--- src/rtl/chop_pkg.sv ---
package chop_pkg;

    // Number of lines in one winding's phase pair
    localparam int unsigned PAIR_LINES = 2;
    // Number of windings handled by the block
    localparam int unsigned NUM_PAIRS  = 2;
    localparam int unsigned NUM_PHASES = PAIR_LINES * NUM_PAIRS;

    // Registered state of one winding channel
    typedef struct packed {
        logic                  armed;   // latch set by tick, cleared by trip
        logic [PAIR_LINES-1:0] ph;      // gated phase pair
        logic                  inh_n;   // gated inhibit, active low
    } pair_st_t;

    // True when at least one line of the pair is energised
    function automatic logic pair_energised(input logic [PAIR_LINES-1:0] lines);
        return |lines;
    endfunction

endpackage

--- src/rtl/chop_timebase.sv ---
module chop_timebase #(
    parameter int unsigned DIV_W      = 16,
    parameter int unsigned DEF_PERIOD = 3332
) (
    input  logic             clk,
    input  logic             rst_n,
    input  logic             ext_sel,
    input  logic             sync_in,
    input  logic [DIV_W-1:0] tick_period,
    output logic             tick,
    output logic             sync_out_n
);

    localparam logic [DIV_W-1:0] DEF_P = DIV_W'(DEF_PERIOD);

    typedef struct packed {
        logic [DIV_W-1:0] cnt;
        logic             s1;
        logic             s2;
        logic             sync_n;
    } tb_st_t;

    tb_st_t st_q, st_d;
    logic [DIV_W-1:0] period;
    logic int_tick;
    logic ext_fall;

    always_comb begin
        st_d     = st_q;
        period   = (tick_period == '0) ? DEF_P : tick_period;
        int_tick = (st_q.cnt >= period);
        ext_fall = st_q.s2 & ~st_q.s1;

        st_d.cnt    = int_tick ? '0 : st_q.cnt + 1'b1;
        st_d.s1     = sync_in;
        st_d.s2     = st_q.s1;
        st_d.sync_n = ~(int_tick & ~ext_sel);

        tick = ext_sel ? ext_fall : int_tick;
    end

    always_ff @(posedge clk) begin
        if (!rst_n) begin
            st_q.cnt    <= '0;
            st_q.s1     <= 1'b1;
            st_q.s2     <= 1'b1;
            st_q.sync_n <= 1'b1;
        end else begin
            st_q <= st_d;
        end
    end

    assign sync_out_n = st_q.sync_n;

endmodule

--- src/rtl/chop_pair.sv ---
module chop_pair
    import chop_pkg::*;
(
    input  logic                  clk,
    input  logic                  rst_n,
    input  logic                  tick,
    input  logic                  trip,
    input  logic                  enable,
    input  logic                  on_phase,
    input  logic [PAIR_LINES-1:0] ph_in,
    input  logic                  inh_in_n,
    output logic [PAIR_LINES-1:0] ph_out,
    output logic                  inh_out_n
);

    pair_st_t st_q, st_d;
    logic chopped;

    always_comb begin
        st_d = st_q;

        // Latch: set on tick unless tripped, held otherwise, cleared on trip
        st_d.armed = tick ? ~trip : (st_q.armed & ~trip);
        chopped    = ~st_d.armed;

        st_d.ph    = ph_in;
        st_d.inh_n = inh_in_n;

        if (!enable) begin
            st_d.ph    = '0;
            st_d.inh_n = 1'b0;
        end else if (inh_in_n && chopped) begin
            if (on_phase) begin
                if (pair_energised(ph_in)) begin
                    st_d.ph = '1;
                end
            end else begin
                st_d.inh_n = 1'b0;
            end
        end
    end

    always_ff @(posedge clk) begin
        if (!rst_n) begin
            st_q.armed <= 1'b1;
            st_q.ph    <= '0;
            st_q.inh_n <= 1'b0;
        end else begin
            st_q <= st_d;
        end
    end

    assign ph_out    = st_q.ph;
    assign inh_out_n = st_q.inh_n;

endmodule

--- src/rtl/chop_ref_sel.sv ---
module chop_ref_sel
    import chop_pkg::*;
#(
    parameter bit COMPENSATED = 1'b1
) (
    input  logic                   clk,
    input  logic                   rst_n,
    input  logic                   half_mode,
    input  logic [NUM_PHASES-1:0]  ph_in,
    output logic                   ref_low
);

    logic ref_q, ref_d;
    logic two_on;

    generate
        if (COMPENSATED) begin : g_comp
            always_comb two_on = ($countones(ph_in) == 2);
        end else begin : g_plain
            always_comb two_on = 1'b0;
        end
    endgenerate

    always_comb begin
        ref_d = half_mode & two_on;
    end

    always_ff @(posedge clk) begin
        if (!rst_n) ref_q <= 1'b0;
        else        ref_q <= ref_d;
    end

    assign ref_low = ref_q;

endmodule

--- src/rtl/dual_chopper.sv ---
module dual_chopper
    import chop_pkg::*;
#(
    parameter int unsigned DIV_W       = 16,
    parameter int unsigned DEF_PERIOD  = 3332,
    parameter bit          COMPENSATED = 1'b1
) (
    input  logic             clk,
    input  logic             rst_n,
    input  logic             enable,
    input  logic             chop_on_phase,
    input  logic             half_mode,
    input  logic [3:0]       ph_in,
    input  logic [1:0]       inh_in_n,
    input  logic [1:0]       over_cur,
    input  logic             ext_sync_sel,
    input  logic             sync_in,
    input  logic [DIV_W-1:0] tick_period,
    output logic [3:0]       ph_out,
    output logic [1:0]       inh_out_n,
    output logic             sync_out_n,
    output logic             ref_low
);

    logic tick;

    chop_timebase #(
        .DIV_W      (DIV_W),
        .DEF_PERIOD (DEF_PERIOD)
    ) u_timebase (
        .clk         (clk),
        .rst_n       (rst_n),
        .ext_sel     (ext_sync_sel),
        .sync_in     (sync_in),
        .tick_period (tick_period),
        .tick        (tick),
        .sync_out_n  (sync_out_n)
    );

    // Winding i uses phase bits [NUM_PHASES-1-PAIR_LINES*i -: PAIR_LINES]
    generate
        for (genvar i = 0; i < NUM_PAIRS; i++) begin : g_pair
            localparam int unsigned HI = NUM_PHASES - 1 - PAIR_LINES * i;
            chop_pair u_pair (
                .clk       (clk),
                .rst_n     (rst_n),
                .tick      (tick),
                .trip      (over_cur[i]),
                .enable    (enable),
                .on_phase  (chop_on_phase),
                .ph_in     (ph_in[HI -: PAIR_LINES]),
                .inh_in_n  (inh_in_n[i]),
                .ph_out    (ph_out[HI -: PAIR_LINES]),
                .inh_out_n (inh_out_n[i])
            );
        end
    endgenerate

    chop_ref_sel #(
        .COMPENSATED (COMPENSATED)
    ) u_ref (
        .clk       (clk),
        .rst_n     (rst_n),
        .half_mode (half_mode),
        .ph_in     (ph_in),
        .ref_low   (ref_low)
    );

endmodule

--- config.mk ---
export PLATFORM = sky130hd
export DESIGN_NAME = dual_chopper
export DESIGN_NICKNAME = d
export VERILOG_FILES = /design/src/rtl/chop_pkg.sv /design/src/rtl/chop_timebase.sv /design/src/rtl/chop_pair.sv /design/src/rtl/chop_ref_sel.sv /design/src/rtl/dual_chopper.sv
export SDC_FILE = /design/constraint.sdc
export NUM_CORES = 1
export LEC_CHECK = 0
export ABC_CLOCK_PERIOD_IN_PS = 6550
export BUFFER_PORTS_ARGS = -buffer_cell sky130_fd_sc_hd__clkbuf_2
export CORE_ASPECT_RATIO = 0.8
export CORE_MARGIN = 3
export CORE_UTILIZATION = 55
export CTS_CLUSTER_DIAMETER = 200
export DETAILED_ROUTE_END_ITERATION = 7
export PLACE_DENSITY = 0.81
export SLEW_MARGIN = 20
export SYNTH_ARGS = -nofsm -noshare
export SYNTH_HDL_FRONTEND = slang
export SYNTH_SLANG_ARGS = --single-unit
--- constraint.sdc ---
create_clock -name clk -period 6.55 [get_ports clk]
set_clock_uncertainty 0.05 [all_clocks]
set_input_delay 0.655 -clock clk [delete_from_list [all_inputs] [get_ports clk]]
set_output_delay 0.655 -clock clk [all_outputs]
set_load 0.01 [all_outputs]
**Word-level counts from Yosys, hierarchy flattened**

Index checks and enable logic that the tools add are counted.

- Input bits: 31
- Word-level logic and storage cells: 49
- Register bits after elaboration: 28
- Output and inout bits: 8

- Eq/ne operators: 1
- Reductions and logical operators: 7
- Add/subtract/negate cells: 4
- Mux-type cells: 12
- $lt $le $gt $ge: 1
- Bitwise gates (word level): 13

Operator list:

| kind | count |
|---|---|
| $add A32 B32 Y32 | 1 |
| $eq A32 B3 Y1 const B | 1 |
| $add A16 B1 Y16 const B | 1 |
| $ge A16 B16 Y1 | 1 |
| $logic_not A16 Y1 | 1 |
| $mux W16 | 1 |
| $mux W2 | 4 |
| $not A1 Y1 | 8 |
| $mux W3 | 2 |
| $reduce_or A2 Y1 | 3 |
| $and A1 B1 Y1 | 5 |
| $mux W1 | 5 |
| $add A1 B1 Y2 | 2 |
| $logic_and A1 B1 Y1 | 2 |
| $reduce_and A2 Y1 | 1 |

**Logic depth before layout (Yosys ltp)**

Gate-level depths: netlist of run 1.

- Depth in word-level cells: 8
- Mapped depth: 11

**Modules after synthesis**

Synthesis of run 1 repeated with hierarchy kept, for this count alone.

- Cell total of the unflattened synthesis: 186
- Area total of the unflattened synthesis: 1,739.2 um2

Modules (own cells, without submodules):

| module | area an instance (um2) | seq. area each (um2) | instances | cells each |
|---|---|---|---|---|
| chop_timebase | 1,340.0 | 380.4 | 1 | 147 |
| chop_pair | 151.4 | 80.1 | 2 | 14 |
| chop_ref_sel | 96.3 | 20.0 | 1 | 11 |

**Least setup slack after synthesis of run 1**

No wires, ideal clock.

- Kind: input to register
- Start point: in tick_period[2]
- End point: reg g_pair[0].u_pair.st_q (netlist bit g_pair[0].u_pair.inh_out_n)
- Library setup time: 0.120 ns
- Required time: 6.380 ns
- Data arrival time: 2.577 ns
- Path slack: 3.803 ns
- Stages: 10
- Cells stage by stage: nor4_1 -> and4_1 -> nor2_1 -> ha_1 -> a31oi_1 -> nor2b_1 -> o311a_1 -> nor3b_4 -> o21ai_1 -> o31a_1

- Word-level cells in the longest chain between the ends: 8

RTL lines:

| item | line | text |
|---|---|---|
| start: declaration | dual_chopper.sv:18 | `input logic [DIV_W-1:0] tick_period,` |
| $logic_not A16 Y1 | chop_timebase.sv:30 | `period = (tick_period == '0) ? DEF_P : tick_period;` |
| $mux W16 * | chop_timebase.sv:30 |  |
| $ge A16 B16 Y1 * | chop_timebase.sv:31 | `int_tick = (st_q.cnt >= period);` |
| $mux W1 * | chop_timebase.sv:39 | `tick = ext_sel ? ext_fall : int_tick;` |
| $mux W1 * | chop_pair.sv:23 | `st_d.armed = tick ? ~trip : (st_q.armed & ~trip);` |
| $not A1 Y1 * | chop_pair.sv:24 | `chopped = ~st_d.armed;` |
| $logic_and A1 B1 Y1 * | chop_pair.sv:32 | `end else if (inh_in_n && chopped) begin` |
| $mux W3 * | chop_pair.sv:32 |  |
| end signal: assignment | chop_pair.sv:49 | `st_q <= st_d;` |
| end: declaration | chop_pair.sv:16 | `pair_st_t st_q, st_d;` |

Mark *: on every way between the ends. The rest lies on a longest branch, timed or not.
A chain may end at the register's enable or synchronous reset.

**Final worst setup path of run 1**

- Start point: in tick_period[1]
- End point: reg u_timebase.st_q[16] in the netlist's numbering

- Word-level cells in the longest chain between the ends: 4

RTL lines:

| item | line | text |
|---|---|---|
| $logic_not A16 Y1 | chop_timebase.sv:30 |  |
| $mux W16 * | chop_timebase.sv:30 |  |
| $ge A16 B16 Y1 * | chop_timebase.sv:31 |  |
| $reduce_or A2 Y1 (no line) * | - |  |
| end signal: assignment | chop_timebase.sv:49 | `st_q <= st_d;` |
| end: declaration | chop_timebase.sv:23 | `tb_st_t st_q, st_d;` |

Marks and branches as above.

==> implementation parameters, run 1 <==
Parameter                              Value

Floorplan
  Die footprint    3953 um2
  Y dimension of the die    56.84 um
  Boundary pin count    39
  Die width    69.55 um
  Starting utilization of the core area    60.97%
  Total core area    2914 um2
  Row cnt    17

Detailed routing
  Number of search-and-repair iterations in the first detailed-routing pass    4
  Routed WL    3.633 mm
  Total via count after detailed routing    1493
  Number of nets still failing antenna checks after routing    0
  Residual DRC count    0
  Initial DRC count    60
  Number of vias per cell    5.429
  Final routed wire length divided by cell count    13.21 um

Final layout
  Total of fill cells in the finished design    260
  Commonest non-fill, non-tap cells in the layout    sky130_fd_sc_hd__clkbuf_2 (38), sky130_fd_sc_hd__dfxtp_1 (28), sky130_fd_sc_hd__nor2_1 (22), sky130_fd_sc_hd__ha_1 (22), sky130_fd_sc_hd__inv_1 (21)
  Diodes inserted    0
  Commonest non-fill, non-tap cell in the layout    sky130_fd_sc_hd__clkbuf_2
  Fraction of layout cells with a size suffix above 1    23.21%
  Final net count    293
  Layout overhead on the synthesized area    12.11%

Critical path
  Capture instance of the worst register-to-register path    u_timebase.st_q[16]
  CP Class    in -> reg
  Data required time of the critical path    6.71 ns
  Crit path max fanout    15
  Cell depth of the worst flop-to-flop path    7
  Critical Path End Type    register
  Flop2flop setup slack    4.28 ns
  Setup crit start kind    primary input
  R2R Path Start    u_timebase.st_q[4]
  Endpoint arrival time on the critical path    3.26 ns

CTS
  Cts repair resizes    0
  Maximum clock insertion buffer count    2
  Setup bufs post-CTS    0
  Reg clk slew, reported paths    0.09 ns
  Clock tree from TritonCTS    done
  Num CTS Buffers    3
  CTS H-tree lvls    1
  Cell at the root of the clock tree    sky130_fd_sc_hd__clkbuf_8
  Source-to-sink clock delay at the later pin of the worst-skew pair    0.27 ns
  Sinks on Clock Net    28
  Number of hold-repair buffers added at the cts stage    0

Synth
  Fraction of synthesized area in multiplexers    0%
  Area contributors post-synth    sky130_fd_sc_hd__dfxtp_1 (32%), sky130_fd_sc_hd__ha_1 (15%), sky130_fd_sc_hd__nor2_1 (4.6%)
  Sequential fraction of the synthesis area    31.55%
  Synth Cell Area    1777 um2
  Area fraction in compound gates after synthesis    11.20%
  Share of the synthesized netlist area taken by xor and xnor gates    6.901%
  Main combinational cell family by area after synthesis    simple AND/OR/NAND/NOR gates
  Share of synthesized cell area in full adder, half adder and majority cells    16.62%
  Basic-gate share of the synthesized area counting and, or, nand and nor cells    25.70%
  Most area-hungry cell type in the Yosys netlist    sky130_fd_sc_hd__dfxtp_1
  Avg Cell Area, Syn    8.667 um2
  Number of warnings reported in the yosys synthesis log    0
  Post-Syn Nets    259
  Fraction of post-synthesis cell area in the top cell type by area    31.55%
  Flop and latch count out of synthesis    28
  Instance count of the mapped netlist    205
  Count of distinct cell types in the synthesized netlist    36

Status
  Outcome    complete, no violations

Power and ir drop
  Power per cell area    162.0 nW/um2
  P_sw    0.08250 mW
  Sw Ratio    25.56%
  Worst supply voltage drop on vdd    0.1182 mV
  Internal power    0.2403 mW
  Sequential power share    55.8%
  Relative contribution of combinational cells to total power    15.8%
  Static Leakage    0.9704 nW
  Fraction of power consumed by the clock network    28.5%

Timing
  Post-route fraction of the period consumed by the critical path    47.39%
  Number of hold violations in the final report    0
  Achievable clock frequency    322.2 MHz
  Count of final max-slew check failures    0
  RSZ-0062 raised after global routing    false
  Setup Total Neg Slack    0 ns
  Transition time of the tightest slew-check pin    0.4940 ns
  Post-layout min period    3.104 ns
  Worst-case headroom to the max-slew limit    66.76%
  Final setup vio count    0
  Smallest setup slack after layout    3.446 ns

Worst hold path
  Worst Hold Class    reg -> reg
  Destination of the worst hold path    u_timebase.st_q[1]
  Worst hold start    u_timebase.st_d[1]
  Worst hold path cell count    1

Global route
  Initial antenna violation count    0
  Wire length of the first global-routing pass    6.520 mm
  Overall overflow remaining after global route    0
  Number of global-route vias before repair    1469
  GRT Resource Usage Total    20.11%
  Largest net degree at the start of global routing    16

Placement
  Post-place setup slack    3.226 ns
  Port Buffers    38
  Gp weighted congestion    0.8124
  HPWL reported at the end of detailed placement    2.980 mm

Job
  Total of max-cap violations    0
-- synth_stat cells --
master and number:
sky130_fd_sc_hd__nand4_1 5, sky130_fd_sc_hd__or3b_2 1, sky130_fd_sc_hd__nand4b_1 2, sky130_fd_sc_hd__o21ba_2 1, sky130_fd_sc_hd__ha_1 22, sky130_fd_sc_hd__nand2_1 7, sky130_fd_sc_hd__fa_1 1, sky130_fd_sc_hd__a21oi_1 7
sky130_fd_sc_hd__nand3_1 10, sky130_fd_sc_hd__nor4_1 4, sky130_fd_sc_hd__nand3b_1 3, sky130_fd_sc_hd__o31a_1 2, sky130_fd_sc_hd__and3_1 3, sky130_fd_sc_hd__xnor2_1 5, sky130_fd_sc_hd__a2bb2oi_1 2, sky130_fd_sc_hd__buf_6 1
sky130_fd_sc_hd__nor2b_1 2, sky130_fd_sc_hd__nor3b_4 1, sky130_fd_sc_hd__o41ai_1 3, sky130_fd_sc_hd__inv_1 21, sky130_fd_sc_hd__nor2_2 10, sky130_fd_sc_hd__nand2_2 1, sky130_fd_sc_hd__o211a_1 3, sky130_fd_sc_hd__a31oi_1 2
sky130_fd_sc_hd__o311a_1 1, sky130_fd_sc_hd__and4_1 4, sky130_fd_sc_hd__buf_4 6, sky130_fd_sc_hd__nor3_1 4, sky130_fd_sc_hd__xor2_1 9, sky130_fd_sc_hd__nand2b_1 3, sky130_fd_sc_hd__clkbuf_1 2, sky130_fd_sc_hd__nor2_1 22
sky130_fd_sc_hd__o21ai_1 1, sky130_fd_sc_hd__o21ai_0 4, sky130_fd_sc_hd__dfxtp_1 28, sky130_fd_sc_hd__o21a_1 2
-- through the flow --
step	util [%]	hold slack [ns]	power (mW)	std cells	cell area, um2
finish	68.36	0.4142	0.3228	275	1992
global route	68.36	0.4367	0.3400	275	1992
CTS	68.36	0.4162	0.3247	275	1992
detailed placement	66.94	0.3902	0.2344	272	1951
global placement	66.94	0.3915	0.2327	272	1951
floorplan	-	0.3690	0.2150	205	1777
-- layer usage --
layer | global-route usage (%) | vias up | wire, um
li1 | - | 772 | -
met1 | 29.33 | 677 | 1894
met2 | 30.84 | 40 | 1512
met3 | 4.651 | 4 | 199
met4 | 2.507 | 0 | 27
met5 | 0 | - | 0
-- cell type report --
cell class                      count  area (um2)  area share (%)
Tap cell                           38       47.55           2.387
Timing Repair Buffer               38       190.2           9.548
Inverter                           21       78.83           3.957
Clock buffer                        3       41.29           2.073
Multi-Input combinational cell    147        1074           53.89
Sequential cell                    28       560.5           28.14
-- worst max path at each step --
stage                    from                          to  slack (ns)  cells after the start
6_report       tick_period[1]         u_timebase.st_q[16]        3.45                     11
2_1_floorplan  tick_period[2]  g_pair[0].u_pair.inh_out_n        3.80                     10
5_1_grt        tick_period[1]         u_timebase.st_q[10]        3.28                     11
3_5_place_dp   tick_period[1]         u_timebase.st_q[13]        3.23                     11
3_3_place_gp   tick_period[1]          u_timebase.st_q[9]        3.22                     11
4_1_cts        tick_period[1]         u_timebase.st_q[14]        3.50                     11
-- logic make-up (layout without fill, tap and decap cells) --
group                      count (synthesis)  count (layout)
adders and majority gates                 23              23
and+or+nand+nor                           82              82
xor gates and xnor gates                  14              14
buffers and inverters                     30              62
DFF                                       28              28
AOI/OAI and AO/OA                         28              28
-- registers in the layout (all words and copies together), names as in the netlist --
register and flops:
u_timebase.st_q 17, g_pair.u_pair.ph_out 4, g_pair.u_pair.inh_out_n 2, g_pair.u_pair.st_q 2, u_ref.ref_low 1, u_timebase.st_d 1
u_timebase.sync_out_n 1
-- power groups by stage --
stage          registers [mW]  clock network, mW  logic, mW
2_1_floorplan           0.183                  0     0.0320
3_3_place_gp            0.184                  0     0.0488
3_5_place_dp            0.184                  0     0.0506
4_1_cts                 0.180             0.0939     0.0509
5_1_grt                 0.181              0.100     0.0591
6_report                0.180             0.0919     0.0509
-- worst max-delay path, stage by stage --
cell	delay (ns)
sky130_fd_sc_hd__clkbuf_2	0.09
sky130_fd_sc_hd__nor4_1	0.47
sky130_fd_sc_hd__and4_1	0.36
sky130_fd_sc_hd__nor2_1	0.06
sky130_fd_sc_hd__ha_1	0.28
sky130_fd_sc_hd__a31oi_1	0.16
sky130_fd_sc_hd__nor2b_1	0.06
sky130_fd_sc_hd__o311a_1	0.34
sky130_fd_sc_hd__nor3b_4	0.28
sky130_fd_sc_hd__nand2_2	0.31
sky130_fd_sc_hd__nor2_2	0.18
Note: power is estimated with default switching activity, not from simulation.
==> run 2, diff against run 1 <==
--- a/config.mk
+++ b/config.mk
@@ -5,14 +5,14 @@
 export SDC_FILE = /design/constraint.sdc
 export NUM_CORES = 1
 export LEC_CHECK = 0
-export ABC_CLOCK_PERIOD_IN_PS = 6550
+export ABC_CLOCK_PERIOD_IN_PS = 3000
 export BUFFER_PORTS_ARGS = -buffer_cell sky130_fd_sc_hd__clkbuf_2
 export CORE_ASPECT_RATIO = 0.8
 export CORE_MARGIN = 3
-export CORE_UTILIZATION = 55
+export CORE_UTILIZATION = 54
 export CTS_CLUSTER_DIAMETER = 200
 export DETAILED_ROUTE_END_ITERATION = 7
-export PLACE_DENSITY = 0.81
+export PLACE_DENSITY = 0.79
 export SLEW_MARGIN = 20
 export SYNTH_ARGS = -nofsm -noshare
 export SYNTH_HDL_FRONTEND = slang
==> constraint.sdc (replaced) <==
create_clock -name clk -period 3 [get_ports clk]
set_clock_uncertainty 0.05 [all_clocks]
set_input_delay 0.3 -clock clk [delete_from_list [all_inputs] [get_ports clk]]
set_output_delay 0.3 -clock clk [all_outputs]
set_load 0.01 [all_outputs]
==> implementation parameters, run 2 (synthesized netlist as in run 1, its figures left out) <==
Parameter                              Value

Timing
  Final setup vio count    0 (unchanged)
  Achievable clock frequency    366.8 MHz
  Worst-case hold slack    0.1553 ns (-0.2589 ns)
  Smallest setup slack after layout    0.2733 ns (-3.173 ns)
  RSZ-0062 raised after global routing    false
  Post-route fraction of the period consumed by the critical path    90.89%
  Post-layout min period    2.727 ns
  Worst-case headroom to the max-slew limit    71.27% (+4.5 points)
  Setup Total Neg Slack    0 ns (unchanged)
  Number of hold violations in the final report    0 (unchanged)
  Count of final max-slew check failures    0 (unchanged)
  Transition time of the tightest slew-check pin    0.4270 ns (-0.06697 ns)

Power and ir drop
  Power per cell area    352.9 nW/um2 (+120%)
  Fraction of power consumed by the clock network    28.9% (+0.4 points)
  Tot Pwr    0.7029 mW (+120%)
  Static Leakage    0.9704 nW (unchanged)
  Worst supply voltage drop on vdd    0.3478 mV (+190%)
  Sw Ratio    25.46% (-0.10 points)
  Relative contribution of combinational cells to total power    15.2% (-0.6 points)
  Internal power    0.5240 mW (+120%)
  P_sw    0.1789 mW (+120%)
  Sequential power share    55.8% (about the same)

Global route
  GRT Resource Usage Total    18.92% (-1.2 points)
  Wire length of the first global-routing pass    6.141 mm (-5.8%)
  Overall overflow remaining after global route    0 (unchanged)
  Number of global-route vias before repair    1421 (-3.3%)
  Initial antenna violation count    0 (unchanged)
  Largest net degree at the start of global routing    16 (unchanged)

CTS
  CTS H-tree lvls    1 (unchanged)
  Setup bufs post-CTS    0 (unchanged)
  Cts repair resizes    0 (unchanged)
  Cell at the root of the clock tree    sky130_fd_sc_hd__clkbuf_8
  Clock tree from TritonCTS    done
  Num CTS Buffers    3 (unchanged)
  Number of hold-repair buffers added at the cts stage    0 (unchanged)
  Reg clk slew, reported paths    0.09 ns (about the same)
  Source-to-sink clock delay at the later pin of the worst-skew pair    0.28 ns (about the same)
  Sinks on Clock Net    28 (unchanged)
  Maximum clock insertion buffer count    2 (unchanged)

Final layout
  Diodes inserted    0 (unchanged)
  Final net count    293 (unchanged)
  Total of fill cells in the finished design    263 (+1.2%)
  Flip-flop count of the largest register, all copies and words added    17 (unchanged)
  Commonest non-fill, non-tap cell in the layout    sky130_fd_sc_hd__clkbuf_2
  Fraction of layout cells with a size suffix above 1    23.21% (unchanged)
  Layout overhead on the synthesized area    12.11% (unchanged)
  Commonest non-fill, non-tap cells in the layout    sky130_fd_sc_hd__clkbuf_2 (38), sky130_fd_sc_hd__dfxtp_1 (28), sky130_fd_sc_hd__nor2_1 (22), sky130_fd_sc_hd__ha_1 (22), sky130_fd_sc_hd__inv_1 (21)
  Register with the most flip-flops    u_timebase.st_q
  Fraction of the core area covered by cells at the end of the flow    67.86% (-0.50 points)

Placement
  Gp weighted congestion    0.8060 (-0.79%)
  HPWL reported at the end of detailed placement    2.963 mm (-0.60%)
  Port Buffers    38 (unchanged)
  Post-place setup slack    0.01557 ns (-3.210 ns)

Floorplan
  Starting utilization of the core area    60.53% (-0.44 points)
  Boundary pin count    39 (unchanged)
  Die width    70.13 um (+0.84%)
  Row cnt    17 (unchanged)
  Total core area    2935 um2 (+0.73%)
  Die footprint    4019 um2 (+1.7%)
  Y dimension of the die    57.31 um (+0.83%)

Detailed routing
  Number of nets still failing antenna checks after routing    0 (unchanged)
  Initial DRC count    51 (-15%)
  Total via count after detailed routing    1455 (-2.5%)
  Routed WL    3.589 mm (-1.2%)
  Number of search-and-repair iterations in the first detailed-routing pass    4 (unchanged)
  Number of vias per cell    5.291 (-2.5%)
  Residual DRC count    0 (unchanged)
  Final routed wire length divided by cell count    13.05 um (-1.2%)

Critical path
  Crit path max fanout    15 (unchanged)
  Data required time of the critical path    3.16 ns (-3.55 ns)
  CP Class    in -> reg
  Endpoint arrival time on the critical path    2.89 ns (-0.37 ns)
  Critical Path End Type    register
  Setup crit start kind    primary input

Status
  Outcome    complete, no violations

Job
  Total of max-cap violations    0 (unchanged)

Worst hold path
  Worst Hold Class    in -> reg
## run 2: cell counts in the layout (fill, tap and decap cells not counted)
No cell type changed its count.
## run 2: stage by stage
step / cell area, um2 / cells
2_1_floorplan: 1777 / 205
3_3_place_gp: 1951 / 272
3_5_place_dp: 1951 / 272
4_1_cts: 1992 / 275
5_1_grt: 1992 / 275
6_report: 1992 / 275
## run 2: worst paths after layout
kind | start | end | slack (ns) | cells past startpoint
worst min-delay path | sync_in | u_timebase.st_d[1] | 0.16 | 2
worst min register to register | u_timebase.st_d[1] | u_timebase.st_q[1] | 0.41 | 1
worst max-delay path | tick_period[1] | u_timebase.st_q[6] | 0.27 | 11
worst max register to register | u_timebase.st_q[3] | u_timebase.st_q[6] | 0.77 | 8
## run 2: power groups by stage
stage | combinational (mW) | sequential, mW | clock [mW]
after global placement | 0.106 | 0.401 | 0
after floorplan | 0.0699 | 0.399 | 0
after detailed placement | 0.107 | 0.401 | 0
final | 0.107 | 0.393 | 0.203
after CTS | 0.108 | 0.393 | 0.212
after global routing | 0.122 | 0.394 | 0.224
## run 2: routing by layer
layer	track usage, %	wire length (um)	vias up
li1	-	-	772
met3	4.049	197	4
met2	30.28	1522	31
met4	4.918	36	0
met5	0	0	-
met1	26.07	1833	648
## run 2: worst max-delay path: stages
cell and delay [ns]:
sky130_fd_sc_hd__clkbuf_2 0.09, sky130_fd_sc_hd__nor4_1 0.42, sky130_fd_sc_hd__and4_1 0.36, sky130_fd_sc_hd__nor2_1 0.07, sky130_fd_sc_hd__ha_1 0.29, sky130_fd_sc_hd__a31oi_1 0.19, sky130_fd_sc_hd__nor2b_1 0.07, sky130_fd_sc_hd__o311a_1 0.35
sky130_fd_sc_hd__nor3b_4 0.27, sky130_fd_sc_hd__nand2_2 0.30, sky130_fd_sc_hd__nor2_2 0.19
## run 2: layout make-up
type	instances	area, um2	share of cell area, %
Timing Repair Buffer	38	190.2	9.548
Inverter	21	78.83	3.957
Clock buffer	3	41.29	2.073
Tap cell	38	47.55	2.387
Sequential cell	28	560.5	28.14
Multi-Input combinational cell	147	1074	53.89
==> run 3, diff against run 2 <==
--- a/config.mk
+++ b/config.mk
@@ -7,12 +7,14 @@
 export LEC_CHECK = 0
 export ABC_CLOCK_PERIOD_IN_PS = 3000
 export BUFFER_PORTS_ARGS = -buffer_cell sky130_fd_sc_hd__clkbuf_2
+export CELL_PAD_IN_SITES_DETAIL_PLACEMENT = 0
+export CELL_PAD_IN_SITES_GLOBAL_PLACEMENT = 2
 export CORE_ASPECT_RATIO = 0.8
 export CORE_MARGIN = 3
-export CORE_UTILIZATION = 54
+export CORE_UTILIZATION = 32
 export CTS_CLUSTER_DIAMETER = 200
 export DETAILED_ROUTE_END_ITERATION = 7
-export PLACE_DENSITY = 0.79
+export PLACE_DENSITY_LB_ADDON = 0.1
 export SLEW_MARGIN = 20
 export SYNTH_ARGS = -nofsm -noshare
 export SYNTH_HDL_FRONTEND = slang
==> implementation parameters, run 3 (synthesized netlist as in run 1, its figures left out) <==
Parameter                              Value

Status
  Outcome    complete, no violations

Final layout
  Total of fill cells in the finished design    537 (+100%)
  Commonest non-fill, non-tap cells in the layout    sky130_fd_sc_hd__clkbuf_2 (38), sky130_fd_sc_hd__dfxtp_1 (28), sky130_fd_sc_hd__nor2_1 (22), sky130_fd_sc_hd__ha_1 (22), sky130_fd_sc_hd__inv_1 (21)
  Post-route non-filler standard cell count    304 (+11%)
  Diodes inserted    0 (unchanged)
  Layout Cell Area excl Fill    2078 um2 (+4.3%)
  Register with the most flip-flops    u_timebase.st_q
  Flip-flop count of the largest register, all copies and words added    17 (unchanged)
  Commonest non-fill, non-tap cell in the layout    sky130_fd_sc_hd__clkbuf_2
  Final net count    297 (+1.4%)
  Layout overhead on the synthesized area    16.97%
  Fraction of layout cells with a size suffix above 1    24.79% (+1.6 points)
  Fraction of the core area covered by cells at the end of the flow    40.12% (-28 points)

Critical path
  Setup crit start kind    primary input
  Slowest cell on the critical path    sky130_fd_sc_hd__nor4_1
  Slowest stage delay, CP    0.50 ns (+0.08 ns)
  Crit path max fanout    4 (-11)
  Critical Path End Type    register
  Endpoint arrival time on the critical path    2.82 ns (-0.07 ns)
  CP Class    in -> reg
  Data required time of the critical path    3.12 ns (-0.04 ns)
  Kind of cell adding the most delay to the critical path    simple AND/OR/NAND/NOR gates
  Buf/Inv on CP    2 (+1)
  Chain of cells forming the critical path    clkbuf_2 > nor4_1 > and4_1 > nor2_1 > ha_1 > a31oi_1 > nor2b_1 > o311a_1 > nor3_1 > buf_4 > o21ai_0 > o41ai_1

Detailed routing
  Length of routed met2 wiring    1.899 mm (+25%)
  Final routed wire length divided by cell count    14.09 um (+8.0%)
  Residual DRC count    0 (unchanged)
  Max Used Layer    met4
  Total via count after detailed routing    1505 (+3.4%)
  Routed WL    4.283 mm (+19%)
  Met3 WL post-DR    152 um (-23%)
  Initial DRC count    30 (-41%)
  Number of nets still failing antenna checks after routing    0 (unchanged)
  Number of search-and-repair iterations in the first detailed-routing pass    4 (unchanged)
  M1 WL    2.218 mm (+21%)
  Number of vias per cell    4.951 (-6.4%)

Timing
  Worst-case hold slack    0.1437 ns (-0.01163 ns)
  Smallest setup slack after layout    0.2984 ns (+0.02507 ns)
  Transition time of the tightest slew-check pin    0.5179 ns (+0.09086 ns)
  Number of hold violations in the final report    0 (unchanged)
  Post-route fraction of the period consumed by the critical path    90.05% (-0.84 points)
  Worst-case headroom to the max-slew limit    65.16% (-6.1 points)
  Setup Total Neg Slack    0 ns (unchanged)
  Count of final max-slew check failures    0 (unchanged)
  Post-layout min period    2.702 ns (-0.02507 ns)
  RSZ-0062 raised after global routing    false
  Achievable clock frequency    370.2 MHz (+0.93%)
  Final setup vio count    0 (unchanged)

Floorplan
  Die width    89.31 um (+27%)
  Starting utilization of the core area    34.30% (-26 points)
  Boundary pin count    39 (unchanged)
  Die footprint    6488 um2 (+61%)
  Row cnt    23 (+6)
  Y dimension of the die    72.65 um (+27%)
  Total core area    5180 um2 (+76%)

Placement
  Number of placed cells counting well taps    300 (+10%)
  Port Buffers    38 (unchanged)
  Gp weighted congestion    0.8312 (+3.1%)
  HPWL reported at the end of detailed placement    3.563 mm (+20%)
  Placement-stage cell area    2023 um2 (+3.7%)
  Post-place setup slack    0.008158 ns (-0.007415 ns)

Global route
  Largest net degree at the start of global routing    16 (unchanged)
  Initial antenna violation count    0 (unchanged)
  Wire length of the first global-routing pass    7.465 mm (+22%)
  Number of global-route vias before repair    1601 (+13%)
  GRT Resource Usage Total    14.73% (-4.2 points)
  Overall overflow remaining after global route    0 (unchanged)

Power and ir drop
  Static Leakage    1.003 nW (+3.4%)
  Power per cell area    359.2 nW/um2 (+1.8%)
  Tot Pwr    0.7465 mW (+6.2%)
  Worst supply voltage drop on vdd    0.1480 mV (-57%)

CTS
  Num CTS Buffers    3 (unchanged)
  Setup bufs post-CTS    0 (unchanged)
  Sinks on Clock Net    28 (unchanged)
  Maximum clock insertion buffer count    2 (unchanged)
  Reg clk slew, reported paths    0.10 ns (about the same)
  Cts repair resizes    0 (unchanged)
  Source-to-sink clock delay at the later pin of the worst-skew pair    0.28 ns (about the same)
  Clock tree from TritonCTS    done
  Number of hold-repair buffers added at the cts stage    0 (unchanged)
  Cell at the root of the clock tree    sky130_fd_sc_hd__clkbuf_8
  CTS H-tree lvls    1 (unchanged)

Job
  Total of max-cap violations    0 (unchanged)

Worst hold path
  Worst Hold Class    in -> reg
-- run 3: path summary, 6_finish.rpt --
kind	cells past startpoint	endpoint	slack, ns	from
worst max-delay path	12	g_pair[1].u_pair.ph_out[0]	0.30	tick_period[1]
worst min register to register	1	u_timebase.st_q[3]	0.43	u_timebase.st_q[3]
worst max register to register	8	g_pair[1].u_pair.ph_out[0]	0.81	u_timebase.st_q[4]
worst min-delay path	2	u_timebase.st_d[1]	0.14	sync_in
-- run 3: power by group --
group,switching (mW),internal (mW)
logic,0.0639,0.0545
clock network,0.119,0.118
registers,0.00758,0.384
total,0.190,0.556
-- run 3: routing by layer --
layer  global-route usage (%)  vias up
li1                         -      776
met1                    21.17      704
met2                    23.06       23
met3                    3.273        2
met4                    2.149        0
met5                        0        -
-- run 3: worst register-to-register path, delay by kind of cell (launching register included) --
family | cells | cell delay, ns
compound gates | 4 | 0.77
simple gates | 2 | 0.42
flops | 1 | 0.34
fa+ha+maj | 1 | 0.32
buf+inv | 1 | 0.18
-- run 3: layout make-up --
cell class	count	area, um2	area share (%)
clock buffer	4	55.05	2.649
tap	62	77.57	3.733
sequential	28	560.5	26.97
multi-input combinational	147	1074	51.66
inverter	21	78.83	3.793
timing repair buffer	42	232.7	11.20
